--- src/rtl/wdt_win_pkg.sv ---
`timescale 1ns/1ps
package wdt_win_pkg;

   typedef enum logic [1:0] {
      PWR_RUN   = 2'b00,
      PWR_IDLE  = 2'b01,
      PWR_SLEEP = 2'b10,
      PWR_RSVD  = 2'b11
   } pwr_e;

   typedef enum logic [1:0] {
      ENM_OFF   = 2'b00,
      ENM_AWAKE = 2'b01,
      ENM_SOFT  = 2'b10,
      ENM_ON    = 2'b11
   } enmode_e;

   typedef struct packed {
      logic clr;
      logic psave;
      logic clksw;
      logic pwr_exit;
   } restart_t;

endpackage

--- src/rtl/wdt_en_dec.sv ---
`timescale 1ns/1ps
module wdt_en_dec
   import wdt_win_pkg::*;
(
   input  logic [1:0] mode_i,
   input  logic       sw_en_i,
   input  logic [1:0] pwr_i,
   output logic       en_o
);

   logic awake;
   assign awake = (pwr_i == PWR_RUN) || (pwr_i == PWR_IDLE);

   always_comb begin
      case (enmode_e'(mode_i))
         ENM_ON:    en_o = 1'b1;
         ENM_SOFT:  en_o = sw_en_i;
         ENM_AWAKE: en_o = awake;
         default:   en_o = 1'b0;
      endcase
   end

endmodule

--- src/rtl/wdt_prescale.sv ---
`timescale 1ns/1ps
module wdt_prescale #(
   parameter int SHORT_W = 5,
   parameter int LONG_W  = 7
) (
   input  logic              clk_i,
   input  logic              rst_ni,
   input  logic              tick_i,
   input  logic              en_i,
   input  logic              restart_i,
   input  logic              long_i,
   output logic [LONG_W-1:0] cnt_o,
   output logic              wrap_o
);

   localparam logic [LONG_W-1:0] TOP_LONG  = {LONG_W{1'b1}};
   localparam logic [LONG_W-1:0] TOP_SHORT = LONG_W'((64'd1 << SHORT_W) - 64'd1);

   generate
      if (SHORT_W < 2 || LONG_W < SHORT_W) begin : g_bad_width
         $error("wdt_prescale: need 2 <= SHORT_W <= LONG_W");
      end
   endgenerate

   logic [LONG_W-1:0] cnt_q;
   logic [LONG_W-1:0] top_val;

   assign top_val = long_i ? TOP_LONG : TOP_SHORT;
   assign wrap_o  = tick_i & en_i & ~restart_i & (cnt_q == top_val);
   assign cnt_o   = cnt_q;

   always_ff @(posedge clk_i or negedge rst_ni) begin
      if (!rst_ni)                 cnt_q <= '0;
      else if (restart_i || !en_i) cnt_q <= '0;
      else if (tick_i)             cnt_q <= wrap_o ? '0 : cnt_q + 1'b1;
   end

   // any restart strobe empties the prescaler
   a_r9_pre_restart: assert property (@(posedge clk_i) disable iff (!rst_ni)
      restart_i |=> (cnt_q == '0));

   // after the base period completes the count starts over
   a_r3_pre_wrap: assert property (@(posedge clk_i) disable iff (!rst_ni)
      wrap_o |=> (cnt_q == '0));

endmodule

--- src/rtl/wdt_postscale.sv ---
`timescale 1ns/1ps
module wdt_postscale #(
   parameter int CODE_W = 4,
   parameter int POST_W = 15
) (
   input  logic              clk_i,
   input  logic              rst_ni,
   input  logic              en_i,
   input  logic              restart_i,
   input  logic              base_i,
   input  logic [CODE_W-1:0] code_i,
   output logic [POST_W-1:0] cnt_o,
   output logic              last_o
);

   localparam int MAX_EXP = (1 << CODE_W) - 1;

   generate
      if (POST_W < MAX_EXP || POST_W < 1) begin : g_bad_width
         $error("wdt_postscale: POST_W must cover the largest exponent");
      end
   endgenerate

   logic [POST_W-1:0] cnt_q;
   logic [POST_W-1:0] lim;

   // limit = 2^code - 1, built one bit at a time
   generate
      for (genvar i = 0; i < POST_W; i++) begin : g_lim
         assign lim[i] = (32'(code_i) > i);
      end
   endgenerate

   assign last_o = (cnt_q == lim);
   assign cnt_o  = cnt_q;

   always_ff @(posedge clk_i or negedge rst_ni) begin
      if (!rst_ni)                 cnt_q <= '0;
      else if (restart_i || !en_i) cnt_q <= '0;
      else if (base_i)             cnt_q <= last_o ? '0 : cnt_q + 1'b1;
   end

   // any restart strobe empties the postscaler
   a_r9_post_restart: assert property (@(posedge clk_i) disable iff (!rst_ni)
      restart_i |=> (cnt_q == '0));

   // a disabled watchdog keeps its postscaler empty
   a_r2_post_idle: assert property (@(posedge clk_i) disable iff (!rst_ni)
      !en_i |=> (cnt_q == '0));

endmodule

--- src/rtl/wdt_window.sv ---
`timescale 1ns/1ps
module wdt_window #(
   parameter int SHORT_W = 5,
   parameter int LONG_W  = 7,
   parameter int CODE_W  = 4,
   parameter int POST_W  = 15
) (
   input  logic              long_i,
   input  logic [CODE_W-1:0] code_i,
   input  logic [LONG_W-1:0] pre_i,
   input  logic [POST_W-1:0] post_i,
   output logic              open_o
);

   localparam int EL_W = POST_W + LONG_W;

   logic [EL_W-1:0] elapsed;
   logic [EL_W-1:0] thresh;
   logic [7:0]      shift;

   always_comb begin
      if (long_i) begin
         elapsed = {post_i, pre_i};
         shift   = 8'(code_i) + 8'(LONG_W - 2);
      end else begin
         elapsed = (EL_W'(post_i) << SHORT_W) | EL_W'(pre_i);
         shift   = 8'(code_i) + 8'(SHORT_W - 2);
      end
      // three quarters of 2^(code + prescale width)
      thresh = EL_W'(3) << shift;
      open_o = (elapsed >= thresh);
   end

endmodule

--- src/rtl/wdt_window_ctrl.sv ---
`timescale 1ns/1ps
module wdt_window_ctrl
   import wdt_win_pkg::*;
#(
   parameter int PRE_SHORT_W = 5,
   parameter int PRE_LONG_W  = 7,
   parameter int POST_CODE_W = 4
) (
   input  logic                   clk_i,
   input  logic                   rst_ni,
   input  logic                   tick_i,
   input  logic [1:0]             cfg_en_mode_i,
   input  logic                   cfg_win_off_i,
   input  logic                   cfg_pre_long_i,
   input  logic [POST_CODE_W-1:0] cfg_post_code_i,
   input  logic                   sw_en_we_i,
   input  logic                   sw_en_d_i,
   input  logic                   clr_i,
   input  logic                   psave_i,
   input  logic                   clksw_done_i,
   input  logic                   pwr_exit_i,
   input  logic [1:0]             pwr_mode_i,
   input  logic                   flag_clr_i,
   output logic                   rst_req_o,
   output logic                   wake_o,
   output logic                   tout_flag_o
);

   localparam int POST_W = (1 << POST_CODE_W) - 1;

   restart_t             rs;
   logic                 restart;
   logic                 wdt_en;
   logic                 sw_en_q;
   logic [PRE_LONG_W-1:0] pre_cnt;
   logic [POST_W-1:0]    post_cnt;
   logic                 base_tick;
   logic                 post_last;
   logic                 win_open;
   logic                 timeout;
   logic                 fault;
   logic                 asleep;
   logic                 rst_q, wake_q, flag_q;

   assign rs      = '{clr: clr_i, psave: psave_i, clksw: clksw_done_i, pwr_exit: pwr_exit_i};
   assign restart = |rs;

   wdt_en_dec u_en (
      .mode_i  (cfg_en_mode_i),
      .sw_en_i (sw_en_q),
      .pwr_i   (pwr_mode_i),
      .en_o    (wdt_en)
   );

   wdt_prescale #(.SHORT_W(PRE_SHORT_W), .LONG_W(PRE_LONG_W)) u_pre (
      .clk_i     (clk_i),
      .rst_ni    (rst_ni),
      .tick_i    (tick_i),
      .en_i      (wdt_en),
      .restart_i (restart),
      .long_i    (cfg_pre_long_i),
      .cnt_o     (pre_cnt),
      .wrap_o    (base_tick)
   );

   wdt_postscale #(.CODE_W(POST_CODE_W), .POST_W(POST_W)) u_post (
      .clk_i     (clk_i),
      .rst_ni    (rst_ni),
      .en_i      (wdt_en),
      .restart_i (restart),
      .base_i    (base_tick),
      .code_i    (cfg_post_code_i),
      .cnt_o     (post_cnt),
      .last_o    (post_last)
   );

   wdt_window #(
      .SHORT_W (PRE_SHORT_W),
      .LONG_W  (PRE_LONG_W),
      .CODE_W  (POST_CODE_W),
      .POST_W  (POST_W)
   ) u_win (
      .long_i (cfg_pre_long_i),
      .code_i (cfg_post_code_i),
      .pre_i  (pre_cnt),
      .post_i (post_cnt),
      .open_o (win_open)
   );

   // base_tick already excludes restart cycles, so a clear beats a timeout
   assign timeout = base_tick & post_last;
   assign fault   = clr_i & wdt_en & ~cfg_win_off_i & ~win_open;
   assign asleep  = (pwr_mode_i != PWR_RUN);

   always_ff @(posedge clk_i or negedge rst_ni) begin
      if (!rst_ni) begin
         rst_q   <= 1'b0;
         wake_q  <= 1'b0;
         flag_q  <= 1'b0;
         sw_en_q <= 1'b0;
      end else begin
         rst_q  <= fault | (timeout & ~asleep);
         wake_q <= timeout & asleep;
         if (fault || timeout) flag_q <= 1'b1;
         else if (flag_clr_i)  flag_q <= 1'b0;
         if (sw_en_we_i)       sw_en_q <= sw_en_d_i;
      end
   end

   assign rst_req_o   = rst_q;
   assign wake_o      = wake_q;
   assign tout_flag_o = flag_q;

   // a single event never asks for both reset and wake
   a_r7_req_exclusive: assert property (@(posedge clk_i) disable iff (!rst_ni)
      !(rst_req_o && wake_o));

   // the flag accompanies every request
   a_r8_flag_with_req: assert property (@(posedge clk_i) disable iff (!rst_ni)
      (rst_req_o || wake_o) |-> tout_flag_o);

   // only a software clear drops the flag
   a_r8_flag_sticky: assert property (@(posedge clk_i) disable iff (!rst_ni)
      (tout_flag_o && !flag_clr_i) |=> tout_flag_o);

   // mode 00 produces no request
   a_r2_off_quiet: assert property (@(posedge clk_i) disable iff (!rst_ni)
      (cfg_en_mode_i == ENM_OFF) |=> (!rst_req_o && !wake_o));

   // a clear on a disabled watchdog is never a fault
   a_r10_idle_clear: assert property (@(posedge clk_i) disable iff (!rst_ni)
      (clr_i && !wdt_en) |=> !rst_req_o);

   // the software bit changes only through its write strobe
   a_r12_sw_hold: assert property (@(posedge clk_i) disable iff (!rst_ni)
      !sw_en_we_i |=> $stable(sw_en_q));

endmodule

--- config.mk ---
export PLATFORM = sky130hd
export DESIGN_NAME = wdt_window_ctrl
export DESIGN_NICKNAME = d
export VERILOG_FILES = /design/src/rtl/wdt_win_pkg.sv /design/src/rtl/wdt_en_dec.sv /design/src/rtl/wdt_prescale.sv /design/src/rtl/wdt_postscale.sv /design/src/rtl/wdt_window.sv /design/src/rtl/wdt_window_ctrl.sv
export SDC_FILE = /design/constraint.sdc
export NUM_CORES = 1
export LEC_CHECK = 0
export ABC_AREA = 1
export BUFFER_PORTS_ARGS = -buffer_cell sky130_fd_sc_hd__buf_2
export CAP_MARGIN = 5
export CELL_PAD_IN_SITES_DETAIL_PLACEMENT = 0
export CELL_PAD_IN_SITES_GLOBAL_PLACEMENT = 1
export CORE_ASPECT_RATIO = 1.4
export CORE_MARGIN = 4
export CORE_UTILIZATION = 25
export DETAILED_ROUTE_END_ITERATION = 10
export PLACE_DENSITY = 0.55
export SLEW_MARGIN = 20
export SYNTH_ARGS = -nofsm -noshare
export SYNTH_HDL_FRONTEND = slang
export SYNTH_SLANG_ARGS = --single-unit
--- constraint.sdc ---
create_clock -name clk_i -period 2.4 [get_ports clk_i]
set_input_delay 0.12 -clock clk_i [delete_from_list [all_inputs] [get_ports clk_i]]
set_output_delay 0.12 -clock clk_i [all_outputs]
set_load 0.02 [all_outputs]
# Yosys cells after proc, flatten, opt, wreduce, memory -nomap -nowiden
# Index checks and enable logic that the tools add are counted.
# word_totals
word_cells	70
regBits	26
input_bits	20
# classes
n_eq_ne	6
order_cmp	16
mux	12
n_shift	1
n_bitwise	15
addsub	4
reduce_logical	10
# op_table
op	n
$mux 15	3
$gt 4x4->1 const B	7
$mux 7	4
$ge 22x22->1	1
$mux 22	1
$shl 2x8->22 const A	1
$or 20x7->20	1
$gt 4x3->1 const B	4
$add 15x1->15 const B	1
$eq 15x15->1	1
$and 1x1->1	9
$gt 4x1->1 const B	2
$gt 4x2->1 const B	2
$mux 8	1
$reduce_bool 2->1	4
$add 7x1->7 const B	1
$eq 7x7->1	1
$add 4x2->5 const B	1
$add 4x3->5 const B	1
$eq 2x1->1 const B	2
$eq 2x2->1 const B	2
$not 1->1	4
$reduce_or 4->1	1
$logic_or 1x1->1	3
5 further kinds	6

# Longest topological paths before layout
# logic_depth
depth_word	9
ltp_mapped	19

# By module
# A second synthesis with hierarchy kept.
# unflattened
hier_cells	518
area_unflattened_um2	3049.2
# by_module_without_submodules
module	seq_area_each_um2	instances	area_per_inst_um2	cells_per_inst
wdt_postscale	375.4	1	1343.8	229
wdt_window	0.0	1	1059.8	194
wdt_prescale	175.2	1	452.9	67
wdt_window_ctrl	100.1	1	176.4	24
wdt_en_dec	0.0	1	16.3	4

# Worst setup path before layout
# Ideal clock, no wire load.
# synth_path
kind	input-to-reg
from	input cfg_pre_long_i
to	register flag_q (netlist: tout_flag_o)
setup_slack_ns	0.099
arrival_time_ns	2.232
path_stages	19
path_buffers	0
setup_time_ns	0.069
required_time_ns	2.331
cell_sequence	inv_1 -> ha_1 -> a21oi_1 -> o21ai_1 -> or2_2 -> nand2_1 -> nand2_1 -> inv_2 -> nand2_1 -> ha_1 -> a21oi_1 -> nor2_1 -> nor3_1 -> nand2_1 -> nand2_1 -> nand2_1 -> nand2_1 -> nand2_1 -> nand3_1
# synth_via
elab_chain_cells	7
elab_cells_between_ends	13
classes_between	order compare (1); eq/ne (1); shift (1); mux (4); bitwise (4); reduce/logical (2)
# synth_lines
item	line	text
from (decl)	wdt_window_ctrl.sv:14	input logic cfg_pre_long_i,
$mux 8	wdt_window.sv:22	if (long_i) begin
$shl 2x8->22	wdt_window.sv:30	thresh = EL_W'(3) << shift;
$ge 22x22->1	wdt_window.sv:31	open_o = (elapsed >= thresh);
$not 1->1	wdt_window_ctrl.sv:92	assign fault = clr_i & wdt_en & ~cfg_win_off_i & ~win_open;
$and 1x1->1	wdt_window_ctrl.sv:92	
$logic_or 1x1->1 *	wdt_window_ctrl.sv:104	if (fault || timeout) flag_q <= 1'b1;
$mux 1 or $reduce_bool 2->1 (tied branches)	-	
to (signal assigned)	wdt_window_ctrl.sv:99	flag_q <= 1'b0;
to (signal assigned)	wdt_window_ctrl.sv:104	
to (signal assigned)	wdt_window_ctrl.sv:105	else if (flag_clr_i) flag_q <= 1'b0;
to (decl)	wdt_window_ctrl.sv:43	logic rst_q, wake_q, flag_q;
# Mark *: on every way between the ends. The rest lies on a longest branch, timed or not.
# A chain may end at the register's enable or synchronous reset.

# Final worst setup path
# Same ends and word-level chain as after synthesis.

==> out/qor.log <==
qor: synthesis.synth_flop_cell dfrtp_1
qor: global_routing.grt_first_pass_wirelength 14,300 µm
qor: power.vdd.ir_drop.worst 0.0002574 V
qor: global_routing.grt_pass1_vias 2,749
qor: global_routing.globalRoute.totalOverflow 0
qor: layout.drive_gt1_share 16.90%
qor: synthesis.synth.largest_area_cell dfrtp_1
qor: clocking.clockBufferDepth 2
qor: synthesis.seq_cells_post_synth 26
qor: synthesis.synth.distinct_cells 28
qor: layout.area.growth.synth_to_final 22.04%
qor: worst_setup_path.start_kind primary input
qor: synthesis.post-synth-top-count-cell nand2_1
qor: worst_setup_path.critPathSlowestCell or2_2
qor: synthesis.number_of_nets_produced_by_synthesis 503
qor: detailed_routing.met2_wirelength 4359 µm
qor: timing.hold_viol 0
qor: status.status complete, no violations
qor: floorplanning.die_width 97.43 µm
qor: timing.drv_slew 0
qor: detailed_routing.avgViaCountPerCell 4.534
qor: timing.worst_path_setup_slack_after_routing 198.2 ps
qor: global_routing.grt_max_degree 32
qor: layout.antenna_cells 0
qor: worst_setup_path.critPathKind in2reg
qor: synthesis.synth_enable_flop_cells 0
qor: worst_setup_path.crit_top_cell nand2_1
qor: synthesis.post_synth.cell_area_avg 6.165 µm²
qor: synthesis.synth_top_area_share 23.25%
qor: synthesis.synthTopCellsByArea dfrtp_1 (23%), nand2_1 (21%), ha_1 (13%), nand3_1 (8.2%), inv_1 (7.4%)
qor: placed_design.placement.io_buffers 22
qor: detailed_routing.remaining_drc_errors 0
qor: clocking.clk_tree_root_cell clkbuf_16
qor: synthesis.synth_commonest_cells nand2_1 (159), inv_1 (55), nand3_1 (46), nor2_1 (44), ha_1 (28)
qor: placed_design.globalplace.congestion 0.7857
qor: run.cap_viol_max_count 0
qor: hold_path.hold_path.class in2reg
qor: timing.slew_headroom 58.80%
qor: worst_setup_path.critical_path_fanout_max 6
qor: detailed_routing.vias 2,893
qor: synthesis.synth_async_sr_flop_share 100.0%
qor: power.power_report.internal_total 0.9311 mW
qor: detailed_routing.route.met3.wl 123 µm
qor: power.combinational_group_share_of_total_power 27.7%
qor: detailed_routing.drt-wirelength-per-cell 13.78 µm
qor: clocking.worst_setup_hold_path_clk_slew 60 ps
qor: floorplanning.dieHeight 133.2 µm
qor: worst_setup_path.setup.worst_path.start cfg_pre_long_i
qor: clocking.cts_inserted_buffers 3
qor: timing.totalNegativeSetupSlack 0 ps
qor: clocking.total_number_of_h_tree_levels 1
qor: power.design_power_total 1.308 mW
qor: detailed_routing.antenna_violating_nets_post_route 0
qor: global_routing.grt_antenna_before_repair 0
qor: global_routing.grtUsageTotal 13.68%
qor: timing.fin_crit 2202 ps
qor: placed_design.dpl.hpwl 7226 µm
qor: hold_path.holdCritStartpoint sw_en_d_i
qor: clocking.clkSinkCount 26
qor: synthesis.cell_count_after_synthesis 454
qor: detailed_routing.wl_met1 4101 µm
qor: power.power_per_cell_area 382.9 mW/mm²
qor: floorplanning.coreArea 0.01092 mm²
qor: detailed_routing.drt_pre_antenna_iters 4
qor: floorplanning.initial_utilization 25.62%
qor: clocking.clock_insertion_delay_worst_skew 270 ps
qor: synthesis.yosys_warnings 0
qor: worst_setup_path.worstSetupEndpointType flip-flop
qor: timing.max_freq 0.4542 GHz
qor: timing.timing.clock.skew 7.677 ps
qor: layout.number_of_nets_in_the_final_layout 547
qor: worst_setup_path.worstPathRequired 2600 ps
qor: power.power.static_leakage 1.760 nW
qor: timing.timing.final.setup_violations 0
qor: synthesis.sequential_fraction_of_the_synthesis_area 23.25%
qor: worst_setup_path.timing.critical_path.cells buf_2 > inv_4 > ha_4 > a21oi_2 > o21ai_2 > or2_2 > nand2_4 > nand2_2 > buf_4 > nor2_1 > ha_1 > inv_1 > a21boi_0 > o21ai_0 > nand2_1 > nand2_1 > nand2_1 > nand2_1 > nand2_1 > nand3_1
qor: power.clockPowerShare 38.2%
qor: floorplanning.die_footprint 0.01298 mm²
qor: layout.sequential_cell_area 650.6 µm²
qor: detailed_routing.dr.max_layer_used met4
qor: timing.worst_pin_slew 618.0 ps
qor: clocking.cts_tree built
qor: worst_setup_path.critPathArrivalTime 2400 ps
qor: timing.share_of_the_cycle_needed_by_the_critical_path_after_routing 91.74%
qor: floorplanning.floorplan.io_pins 23
qor: detailed_routing.first_iter_violations 91
qor: floorplanning.rows 45
qor: power.netSwitchingFraction 28.81%
qor: layout.final.fill_count 1,287
qor: layout.multiInputGateArea 0.001931 mm²
qor: synthesis.syn_std_cell_area 0.002799 mm²
qor: worst_setup_path.r2r_start u_post.cnt_o[4]
qor: power.p_sw 0.3768 mW
qor: placed_design.place_ws -335.0 ps
qor: power.sequentialPowerShare 34.1%
qor: worst_setup_path.slowest_delay 300 ps
qor: detailed_routing.route.final.wire_length 8792 µm
worst max-delay path, delay by kind of cell:
family	cells	cell delay, ps
fa+ha+maj	2	480
buf+inv	4	380
compound gates	4	440
simple gates	10	990
through the flow:
step	cells	hold slack (ps)	utilization (%)	area, µm²
2_1_floorplan	454	-175.6	-	2799
3_3_place_gp	632	181.6	29.46	3218
3_5_place_dp	632	187.2	29.46	3218
4_1_cts	637	77.51	30.54	3336
5_1_grt	638	97.34	31.27	3416
6_report	638	84.52	31.27	3416
area by class of cell:
type                            instances  area share, %
Clock inverter                          1         0.8791
Tap cell                              141          5.165
Multi-Input combinational cell        358          56.52
Clock buffer                            3          2.198
Sequential cell                        26          19.05
Inverter                               58          6.520
Timing Repair Buffer                   51          9.670
cells by family (layout without fill, tap and decap cells):
| kind of cell | Yosys count | in the layout | synth area share, % |
|---|---|---|---|
| and+or+nand+nor | 273 | 273 | 40.90 |
| adders and majority gates | 29 | 29 | 13.23 |
| buffers and inverters | 70 | 113 | 10.28 |
| xor gates and xnor gates | 14 | 14 | 4.381 |
| muxes | 1 | 1 | 0.4023 |
| AOI/OAI and AO/OA | 41 | 41 | 7.555 |
| DFF | 26 | 26 | 23.25 |
final timing paths:
check | end | slack (ps) | cells past startpoint
setup / recovery | tout_flag_o | 200 | 20
hold / removal | sw_en_q | 80 | 2
setup reg to reg | tout_flag_o | 410 | 10
hold reg to reg | sw_en_q | 510 | 1
max in group asynchronous | u_pre.cnt_o[4] | 1590 | 2
min in group asynchronous | u_post.cnt_o[4] | 390 | 2
routing by layer:
| metal | GRT usage [%] | up-vias |
|---|---|---|
| met4 | 4.619 | 0 |
| met3 | 0.7858 | 9 |
| met1 | 17.48 | 1326 |
| li1 | - | 1523 |
| met2 | 24.37 | 35 |
| met5 | 0 | - |
cells in the final DEF, fill, tap and decap left out, types with 5 or more instances in the layout:
| cell type | instances |
|---|---|
| nand3_1 | 46 |
| a21oi_1 | 8 |
| ha_1 | 26 |
| buf_2 | 22 |
| inv_1 | 54 |
| nor2_1 | 39 |
| buf_4 | 28 |
| dfrtp_1 | 26 |
| o21ai_0 | 24 |
| nand2_2 | 5 |
| nand2_1 | 155 |
| nor2_2 | 10 |
| nand4_1 | 5 |
| nor3_1 | 6 |
| xor2_1 | 13 |
flip-flops by register name (all words and copies together) (netlist names):
register      count
rst_req_o         1
sw_en_q           1
tout_flag_o       1
u_post.cnt_o     15
u_pre.cnt_o       7
wake_o            1
power groups by stage:
stage          combinational [mW]  sequential [mW]  clock, mW
4_1_cts                     0.343            0.446      0.520
2_1_floorplan               0.183            0.459          0
3_5_place_dp                0.338            0.454          0
5_1_grt                     0.413            0.447      0.532
3_3_place_gp                0.338            0.455          0
6_report                    0.362            0.446      0.499
timing repair:
item | in CTS | in global routing
gates cloned | 0 | 0
setup endpoints to repair | 2 | 2
gates resized for setup | 1 | 19
hold endpoints to repair | 26 | 0
hold buffers | 1 | 0
buffers inserted | 0 | 1
pin swaps | 0 | 5
Power figures use the tool's default switching activity.
